$ cat config.mk
export PLATFORM = sky130hd
export DESIGN_NAME = match_capture_timer
export DESIGN_NICKNAME = d
export VERILOG_FILES = /design/src/rtl/tmr_pkg.sv /design/src/rtl/tmr_edge_sync.sv /design/src/rtl/tmr_tick_gen.sv /design/src/rtl/tmr_match_unit.sv /design/src/rtl/match_capture_timer.sv
export SDC_FILE = /design/constraint.sdc
export NUM_CORES = 1
export LEC_CHECK = 0
export BUFFER_PORTS_ARGS = -buffer_cell sky130_fd_sc_hd__buf_4
export CORE_ASPECT_RATIO = 1.2
export CORE_UTILIZATION = 54
export CTS_CLUSTER_DIAMETER = 80
export DETAILED_ROUTE_END_ITERATION = 8
export PLACE_DENSITY = 0.71
export SETUP_SLACK_MARGIN = 0.1
export SKIP_CTS_REPAIR_TIMING = 1
export SLEW_MARGIN = 30
export SYNTH_ARGS = -nofsm -noshare
export SYNTH_HDL_FRONTEND = slang
export SYNTH_HIERARCHICAL = 1
export SYNTH_SLANG_ARGS = --single-unit
$ cat constraint.sdc
create_clock -name clk -period 11.3 [get_ports clk]
set_clock_uncertainty 0.15 [all_clocks]
set_input_delay 2.825 -clock clk [delete_from_list [all_inputs] [get_ports clk]]
set_output_delay 2.825 -clock clk [all_outputs]
set_load 0.02 [all_outputs]
$ cat src/rtl/tmr_pkg.sv
package tmr_pkg;
  localparam int NCH = 4;
  localparam int AW  = 7;

  localparam logic [AW-1:0] A_FLAG = 7'h00;
  localparam logic [AW-1:0] A_CTRL = 7'h04;
  localparam logic [AW-1:0] A_TC   = 7'h08;
  localparam logic [AW-1:0] A_PR   = 7'h0C;
  localparam logic [AW-1:0] A_PC   = 7'h10;
  localparam logic [AW-1:0] A_MCR  = 7'h14;
  localparam logic [AW-1:0] A_MR0  = 7'h18;
  localparam logic [AW-1:0] A_CCR  = 7'h28;
  localparam logic [AW-1:0] A_CR0  = 7'h2C;
  localparam logic [AW-1:0] A_EMR  = 7'h3C;
  localparam logic [AW-1:0] A_CTCR = 7'h70;

  typedef enum logic [1:0] {CM_TIMER, CM_RISE, CM_FALL, CM_BOTH} cnt_mode_e;
  typedef enum logic [1:0] {EA_KEEP, EA_CLR, EA_SET, EA_TGL} ext_act_e;
endpackage

$ cat src/rtl/tmr_edge_sync.sv
module tmr_edge_sync #(
  parameter int SYNC_STAGES = 2
) (
  input  logic clk,
  input  logic rst_n,
  input  logic din,
  output logic rise,
  output logic fall
);
  logic [SYNC_STAGES:0] sh_q, sh_d;

  always_comb sh_d = {sh_q[SYNC_STAGES-1:0], din};

  always_ff @(posedge clk or negedge rst_n) begin
    if (!rst_n) sh_q <= '0;
    else        sh_q <= sh_d;
  end

  assign rise =  sh_q[SYNC_STAGES-1] & ~sh_q[SYNC_STAGES];
  assign fall = ~sh_q[SYNC_STAGES-1] &  sh_q[SYNC_STAGES];
endmodule

$ cat src/rtl/tmr_tick_gen.sv
module tmr_tick_gen import tmr_pkg::*; #(
  parameter int CNT_W = 32
) (
  input  logic             clk,
  input  logic             rst_n,
  input  logic             run,
  input  logic             hold,
  input  cnt_mode_e        mode,
  input  logic             src_rise,
  input  logic             src_fall,
  input  logic [CNT_W-1:0] pr,
  input  logic             pc_wr,
  input  logic [CNT_W-1:0] pc_wdata,
  output logic [CNT_W-1:0] pc_q,
  output logic             tick
);
  logic [CNT_W-1:0] pc_d;
  logic             wrap;

  assign wrap = (pc_q == pr);

  always_comb begin
    tick = 1'b0;
    if (run && !hold) begin
      case (mode)
        CM_TIMER: tick = wrap;
        CM_RISE:  tick = src_rise;
        CM_FALL:  tick = src_fall;
        default:  tick = src_rise | src_fall;
      endcase
    end
  end

  always_comb begin
    pc_d = pc_q;
    if (hold)                           pc_d = '0;
    else if (pc_wr)                     pc_d = pc_wdata;
    else if (run && mode == CM_TIMER)   pc_d = wrap ? '0 : pc_q + 1'b1;
  end

  always_ff @(posedge clk or negedge rst_n) begin
    if (!rst_n) pc_q <= '0;
    else        pc_q <= pc_d;
  end
endmodule

$ cat src/rtl/tmr_match_unit.sv
module tmr_match_unit import tmr_pkg::*; #(
  parameter int CNT_W = 32
) (
  input  logic                      tick,
  input  logic [CNT_W-1:0]          tc,
  input  logic [NCH-1:0][CNT_W-1:0] mr,
  input  logic [3*NCH-1:0]          mcr,
  input  logic [NCH-1:0]            pin_cur,
  input  logic [2*NCH-1:0]          pin_act,
  output logic [NCH-1:0]            flag_set,
  output logic                      zero_req,
  output logic                      stop_req,
  output logic [NCH-1:0]            pin_nxt
);
  logic [NCH-1:0] hit, zero_v, stop_v;

  for (genvar n = 0; n < NCH; n++) begin : g_ch
    assign hit[n]      = tick && (tc == mr[n]);
    assign flag_set[n] = hit[n] & mcr[3*n];
    assign zero_v[n]   = hit[n] & mcr[3*n+1];
    assign stop_v[n]   = hit[n] & mcr[3*n+2];

    always_comb begin
      pin_nxt[n] = pin_cur[n];
      if (hit[n]) begin
        case (ext_act_e'(pin_act[2*n +: 2]))
          EA_CLR:  pin_nxt[n] = 1'b0;
          EA_SET:  pin_nxt[n] = 1'b1;
          EA_TGL:  pin_nxt[n] = ~pin_cur[n];
          default: pin_nxt[n] = pin_cur[n];
        endcase
      end
    end
  end

  assign zero_req = |zero_v;
  assign stop_req = |stop_v;
endmodule

$ cat src/rtl/match_capture_timer.sv
module match_capture_timer import tmr_pkg::*; #(
  parameter int CNT_W       = 32,
  parameter int DATA_W      = 32,
  parameter int SYNC_STAGES = 2
) (
  input  logic              clk,
  input  logic              rst_n,
  input  logic              bus_wr,
  input  logic [AW-1:0]     bus_addr,
  input  logic [DATA_W-1:0] bus_wdata,
  output logic [DATA_W-1:0] bus_rdata,
  input  logic [NCH-1:0]    cap_in,
  output logic [NCH-1:0]    match_out,
  output logic              irq
);
  localparam int CFG_W = 3 * NCH;
  localparam int FLG_W = 2 * NCH;
  localparam int SEL_W = $clog2(NCH);

  logic [1:0]                ctrl_q, ctrl_d;
  logic [CNT_W-1:0]          tc_q, tc_d, pr_q, pr_d, pc_q;
  logic [CFG_W-1:0]          mcr_q, mcr_d, ccr_q, ccr_d, emr_q, emr_d, emr_wv;
  logic [3:0]                ctcr_q, ctcr_d;
  logic [FLG_W-1:0]          flags_q, flags_d, flag_clr;
  logic [NCH-1:0][CNT_W-1:0] mr_q, cr_q;
  logic [NCH-1:0]            rise, fall, cap_evt, cap_flag, m_flag, pin_nxt;
  logic                      tick, zero_req, stop_req, hold, run;

  assign hold = ctrl_q[1];
  assign run  = ctrl_q[0];

  for (genvar n = 0; n < NCH; n++) begin : g_cap
    tmr_edge_sync #(.SYNC_STAGES(SYNC_STAGES)) sync_i (
      .clk(clk), .rst_n(rst_n), .din(cap_in[n]), .rise(rise[n]), .fall(fall[n]));

    assign cap_evt[n]  = (ccr_q[3*n] & rise[n]) | (ccr_q[3*n+1] & fall[n]);
    assign cap_flag[n] = cap_evt[n] & ccr_q[3*n+2];

    always_ff @(posedge clk or negedge rst_n) begin
      if (!rst_n)          cr_q[n] <= '0;
      else if (cap_evt[n]) cr_q[n] <= tc_q;
    end

    always_ff @(posedge clk or negedge rst_n) begin
      if (!rst_n) mr_q[n] <= '0;
      else if (bus_wr && bus_addr == A_MR0 + AW'(4*n)) mr_q[n] <= bus_wdata[CNT_W-1:0];
    end
  end

  tmr_tick_gen #(.CNT_W(CNT_W)) tick_i (
    .clk(clk), .rst_n(rst_n), .run(run), .hold(hold),
    .mode(cnt_mode_e'(ctcr_q[1:0])),
    .src_rise(rise[ctcr_q[2 +: SEL_W]]), .src_fall(fall[ctcr_q[2 +: SEL_W]]),
    .pr(pr_q), .pc_wr(bus_wr && bus_addr == A_PC),
    .pc_wdata(bus_wdata[CNT_W-1:0]), .pc_q(pc_q), .tick(tick));

  tmr_match_unit #(.CNT_W(CNT_W)) match_i (
    .tick(tick), .tc(tc_q), .mr(mr_q), .mcr(mcr_q),
    .pin_cur(emr_wv[NCH-1:0]), .pin_act(emr_wv[CFG_W-1:NCH]),
    .flag_set(m_flag), .zero_req(zero_req), .stop_req(stop_req), .pin_nxt(pin_nxt));

  // next-state logic for the register file
  always_comb begin
    ctrl_d = ctrl_q;
    pr_d   = pr_q;
    mcr_d  = mcr_q;
    ccr_d  = ccr_q;
    ctcr_d = ctcr_q;
    emr_wv = emr_q;
    flag_clr = '0;
    if (bus_wr) begin
      case (bus_addr)
        A_CTRL: ctrl_d   = bus_wdata[1:0];
        A_PR:   pr_d     = bus_wdata[CNT_W-1:0];
        A_MCR:  mcr_d    = bus_wdata[CFG_W-1:0];
        A_CCR:  ccr_d    = bus_wdata[CFG_W-1:0];
        A_CTCR: ctcr_d   = bus_wdata[3:0];
        A_EMR:  emr_wv   = bus_wdata[CFG_W-1:0];
        A_FLAG: flag_clr = bus_wdata[FLG_W-1:0];
        default: ;
      endcase
    end
    if (stop_req && !(bus_wr && bus_addr == A_CTRL)) ctrl_d[0] = 1'b0;
    emr_d   = {emr_wv[CFG_W-1:NCH], pin_nxt};
    flags_d = (flags_q & ~flag_clr) | {cap_flag, m_flag};

    tc_d = tc_q;
    if (hold)                               tc_d = '0;
    else if (bus_wr && bus_addr == A_TC)    tc_d = bus_wdata[CNT_W-1:0];
    else if (tick && zero_req)              tc_d = '0;
    else if (tick && !stop_req)             tc_d = tc_q + 1'b1;
  end

  always_ff @(posedge clk or negedge rst_n) begin
    if (!rst_n) begin
      ctrl_q  <= '0;
      tc_q    <= '0;
      pr_q    <= '0;
      mcr_q   <= '0;
      ccr_q   <= '0;
      emr_q   <= '0;
      ctcr_q  <= '0;
      flags_q <= '0;
    end else begin
      ctrl_q  <= ctrl_d;
      tc_q    <= tc_d;
      pr_q    <= pr_d;
      mcr_q   <= mcr_d;
      ccr_q   <= ccr_d;
      emr_q   <= emr_d;
      ctcr_q  <= ctcr_d;
      flags_q <= flags_d;
    end
  end

  always_comb begin
    bus_rdata = '0;
    case (bus_addr)
      A_FLAG: bus_rdata = DATA_W'(flags_q);
      A_CTRL: bus_rdata = DATA_W'(ctrl_q);
      A_TC:   bus_rdata = DATA_W'(tc_q);
      A_PR:   bus_rdata = DATA_W'(pr_q);
      A_PC:   bus_rdata = DATA_W'(pc_q);
      A_MCR:  bus_rdata = DATA_W'(mcr_q);
      A_CCR:  bus_rdata = DATA_W'(ccr_q);
      A_EMR:  bus_rdata = DATA_W'(emr_q);
      A_CTCR: bus_rdata = DATA_W'(ctcr_q);
      default: ;
    endcase
    for (int n = 0; n < NCH; n++) begin
      if (bus_addr == A_MR0 + AW'(4*n)) bus_rdata = DATA_W'(mr_q[n]);
      if (bus_addr == A_CR0 + AW'(4*n)) bus_rdata = DATA_W'(cr_q[n]);
    end
  end

  assign match_out = emr_q[NCH-1:0];
  assign irq       = |flags_q;
endmodule

==> Word-level counts from Yosys, hierarchy flattened <==
Index checks and enable logic that the tools add are counted.
{ "totals": {"ff_bits": 414, "in_bits": 46, "output_inout_bits": 37, "word_cells": 184} }
{ "classes": {"n_addsub": 2, "order_cmp": 1, "eq_ne": 35, "mux": 38, "bitwise": 52, "n_reduce_logical": 34} }
{ "ops": {"columns": ["cell", "count"], "rows": [
  ["$mux 32", 16],
  ["$pmux 32 s9", 1],
  ["$eq 32x32->1", 5],
  ["$add 32x1->32 const B", 2],
  ["$eq 7x6->1 const B", 8],
  ["$and 1x1->1", 32],
  ["$eq 7x5->1 const B", 4],
  ["$mux 12", 2],
  ["$eq 2x2->1 const B", 9],
  ["$logic_and 1x1->1", 16],
  ["$mux 8", 2],
  ["$pmux 1 s3", 5],
  ["$eq 7x4->1 const B", 2],
  ["$not 1->1", 12],
  ["$reduce_and 2->1", 6],
  ["$eq 2x1->1 const B", 5],
  ["$mux 1", 10],
  ["$and 8x8->8", 1],
  ["$not 8->8", 1],
  ["$or 8x8->8", 1],
  ["$reduce_or 4->1", 2],
  ["$reduce_or 8->1", 1],
  ["$eq 7x3->1 const B", 1],
  ["$eq 7x7->1 const B", 1],
  ["9 further kinds", 17]
]} }

==> Depth between registers and ports, before layout <==
{ "logic_depth": {"depth_word": 16, "ltp_mapped": 17, "mapped_depth_nobuf": 15} }

==> Modules after synthesis <==
Netlist, hierarchy kept.
{ "by_module_without_submodules": {"columns": ["mod", "instances", "cells_each", "area_per_inst_um2"], "rows": [
  ["match_capture_timer", 1, 1628, 18486.5],
  ["tmr_tick_gen", 1, 386, 2902.8],
  ["tmr_match_unit", 1, 216, 1654.1],
  ["tmr_edge_sync", 4, 5, 90.1]
]} }

==> Least setup slack after synthesis <==
OpenSTA, ideal clock, no wires.
{ "synth_path": {"path_kind": "input-to-output", "startpoint": "in bus_addr[0]", "endpoint": "out bus_rdata[26]", "arrival_time_ns": 4.687, "t_required_ns": 8.325, "setup_slack_ns": 3.638, "cell_stages": 9, "n_path_buf": 3, "cell_sequence": "buf_4 -> or4b_1 -> buf_2 -> nor2_8 -> buf_6 -> a221oi_1 -> o21ai_0 -> a221oi_1 -> nor3_1"} }
{ "synth_between": {"elab_chain_cells": 10, "elab_cells_between_ends": 26, "cone_classes": "eq/ne: 16; mux: 9; reduce/logical: 1"} }
{ "synth_rtl": {"columns": ["element", "line", "text"], "rows": [
  ["from (decl)", "match_capture_timer.sv:9", "input logic [AW-1:0] bus_addr,"],
  ["$eq 7x7->1, or another cell as far along", "match_capture_timer.sv:118", "case (bus_addr)"],
  ["$pmux 32 s9", "match_capture_timer.sv:118", null],
  ["$mux 32", "match_capture_timer.sv:131", "if (bus_addr == A_MR0 + AW'(4*n)) bus_rdata = DATA_W'(mr_q[n]);"],
  ["$mux 32", "match_capture_timer.sv:132", "if (bus_addr == A_CR0 + AW'(4*n)) bus_rdata = DATA_W'(cr_q[n]);"],
  ["$mux 32", "match_capture_timer.sv:131", null],
  ["$mux 32", "match_capture_timer.sv:132", null],
  ["$mux 32", "match_capture_timer.sv:131", null],
  ["$mux 32", "match_capture_timer.sv:132", null],
  ["$mux 32", "match_capture_timer.sv:131", null],
  ["$mux 32 *", "match_capture_timer.sv:132", null],
  ["to (decl)", "match_capture_timer.sv:11", "output logic [DATA_W-1:0] bus_rdata,"]
]} }
Mark *: on every way between the ends. The rest lies on a longest branch, timed or not.

==> Worst setup path in the final report <==
{ "layout_path": {"startpoint": "in bus_addr[4]", "endpoint": "out bus_rdata[17]"} }
The elaborated chain is that of the path after synthesis.

==> results.toml <==
[critical_path]
start_kind = "input port"
crit_chain = "buf_4, inv_1, nand2_1, o21ai_0, a221oi_1, nor3_1, buf_4"
cp_slowest_cell = "inv_1"
cpMostUsedCell = "buf_4"
path_max_fanout = 58
arrival_ps = 5910
critPathCaptureType = "primary output"
crit_buf_inv = 3
critPathKind = "input port to primary output"
worst_path_largest_cell_delay_ps = 680
critical_path_required_ps = 8330
cp_top_family = "buffers and inverters"

[timing]
maxSlewViolCount = 0
setup-tns-final_ps = 0
worst_pin_slew_ps = 1020
rsz0062_at_grt = "no"
fmax_ghz = 0.113
period_needed_ps = 8890
post-route-period-util_pct = 78.7
setup_viol = 0
hold_viol_final = 0
slew_headroom_pct = 30.0
hold_ws_ps = 203

[routing]
vias = 19900
drtIter0Drc = 2583
avgRoutedWirePerCell_um = 31.1
ant_nets = 0
drcViolationCount = 0
dr.pass1.iters = 7
vias_per_cell = 7.02
wirelength_um = 88100

[synth]
synth_fp_nets = 2298
synth-main-ff-cell = "dfrtp_1"
synthesis.area_mm2 = 0.0234
synthTopCellsByArea = "dfrtp_1 (44%), mux2_2 (15%), xnor2_1 (4.8%), nand2_1 (2.8%), a21oi_1 (2.6%)"
yosysTopAreaCell = "dfrtp_1"
synth_warnings = 6
ys_types = 91
async_flop_share_pct = 100
syn_area_per_cell_um2 = 10.4
yosysSeqAreaShare_pct = 44.3
synth_edf_count = 0
netlist_instances = 2250
yosysTopAreaCellShare_pct = 44.3
synth_seq_cells = 414

[layout]
nFillCells = 3576
instances_no_fill = 2830
drive_gt1_share_pct = 24.9
layout_common_cells = "dfrtp_1 (413), mux2_2 (307), nand2_1 (173), xnor2_1 (127), buf_4 (122)"
multi_input_area_mm2 = 0.0121
area_delta_synth_final_pct = 10.3
regArea_mm2 = 0.0104
utilization_pct = 60.3
final_nets = 2292
diodes = 0
mostFrequentLayoutCell = "dfrtp_1"

[placement]
dp_hpwl_um = 61400
dp_cells = 2747
routabilityCongestion = 1.05
port_buffers = 82

[power_and_ir_drop]
p_switching_w = 0.00114
ir_worst_vdd_uv = 136
pwr-share-clk_pct = 39.1
p_leak_nw = 11.7
power.density_mw_per_mm2 = 147
internal_power_w = 0.00265
power.share.sequential_pct = 46.1
power_frac_comb_pct = 14.8
power_w = 0.00379
p_sw_share_pct = 30.1

[floorplanning]
start_util_pct = 54.7
die_w_um = 192
num_rows = 83
die_h_um = 230
ios = 83
core_mm2 = 0.0428
dieArea_mm2 = 0.0442

[clocking]
h-tree-depth = 2
clkTransAtPathRegs_ps = 50
cts_max_path_buffers = 3
numCtsBuffers = 46
cts_root_buffer = "clkbuf_16"
cts_sinks = 414
clk_latency_ps = 610
cts_tree = "built"

[global_route]
grt_pass1_wl_um = 130000
grt_usage_pct = 40.5
first_global_vias = 19200
grt_max_degree = 171
antenna_found_initial = 0
grt_overflow = 0

[worst_hold_path]
hp-class = "register to register"

[job]
max_cap_viol_count = 0

[status]
status = "complete, no violations"
## final cells by class
type                    count  area share (%)
clock inverters            11           0.368
flip-flops and latches    414            40.1
inverters                  39           0.567
multi-input cells        1616            46.9
well taps                 552            2.68
repair buffers            127            3.94
clock buffers              71            5.37
## sequential cells by signal (all words and copies together) (netlist names)
signal,cells
ctcr_q,4
emr_q,12
flags_q,8
mr_q,128
mcr_q,12
g_cap.sync_i/sh_q,12
tick_i/pc_q,32
pr_q,32
ccr_q,12
cr_q,128
ctrl_q,2
tc_q,32
## cells in the mapped netlist (10+ instances only)
| cell | n |
|---|---|
| a21o_1 | 10 |
| a21oi_1 | 122 |
| a221oi_1 | 53 |
| a22o_1 | 18 |
| a22oi_1 | 39 |
| a31oi_1 | 20 |
| and2_1 | 14 |
| and3_1 | 16 |
| and4_1 | 10 |
| buf_2 | 58 |
| buf_6 | 11 |
| clkbuf_1 | 92 |
| dfrtp_1 | 414 |
| inv_1 | 38 |
| mux2_1 | 13 |
| mux2_2 | 307 |
| mux2i_1 | 34 |
| nand2_1 | 174 |
| nand2b_1 | 13 |
| nand3_1 | 43 |
| nand4_1 | 48 |
| nor2_1 | 96 |
| nor2b_1 | 10 |
| nor3_1 | 41 |
| nor4_1 | 27 |
| o2111ai_1 | 12 |
| o21a_1 | 11 |
| o21ai_0 | 97 |
| o22ai_1 | 48 |
| or3_1 | 10 |
| xnor2_1 | 127 |
| xor2_1 | 40 |
## worst paths after layout
path / startpoint / to / depth (start not counted) / slack, ps
hold reg to reg: g_cap[3].sync_i/sh_q[0] / g_cap[3].sync_i/sh_q[1] / 0 / 200
setup / recovery: bus_addr[4] / bus_rdata[17] / 7 / 2410
setup reg to reg: tick_i/pc_q[9] / tc_q[13] / 15 / 5930
min in group asynchronous: rst_n / ccr_q[0] / 1 / 2010
max in group asynchronous: rst_n / cr_q[114] / 3 / 7570
hold / removal: g_cap[3].sync_i/sh_q[0] / g_cap[3].sync_i/sh_q[1] / 0 / 200
## power groups by stage
stage	Sequential, W	Clock (W)	Combinational, W
after floorplan	0.00169	0	0.000344
after global placement	0.00176	0	0.000524
after detailed placement	0.00176	0	0.000537
after CTS	0.00174	0.00150	0.000540
after global routing	0.00175	0.00155	0.000588
final	0.00175	0.00148	0.000561
## metrics by stage
stage	cell area (µm²)	setup slack, ps
2_1_floorplan	23400	3640
3_3_place_gp	24200	2420
3_5_place_dp	24300	2520
4_1_cts	25800	2530
5_1_grt	25800	2360
6_report	25800	2410
## metal layers
layer | global-route usage [%] | vias up | share of wire (%)
li1 | - | 8296 | -
met1 | 50.7 | 9876 | 37
met2 | 62.9 | 1318 | 46
met3 | 7.89 | 374 | 9.1
met4 | 28.1 | 0 | 8.4
met5 | 0 | - | 0
## cell families after synthesis
family	count (synthesis)	synth area share [%]
AOI/OAI and AO/OA	518	14.9
xor gates and xnor gates	167	6.25
adders and majority gates	2	0.107
buffers and inverters	220	4.38
DFF	414	44.3
muxes	356	17.0
and+or+nand+nor	573	13.1
## worst reg2reg max path, delay by kind of cell (launching register included)
kind / cells / cell delay (ps)
and+or+nand+nor: 8 / 2410
DFF: 1 / 530
AOI/OAI and AO/OA: 4 / 1350
buffers and inverters: 2 / 470
xor gates and xnor gates: 1 / 330
Note: power is estimated with default switching activity, not from simulation.
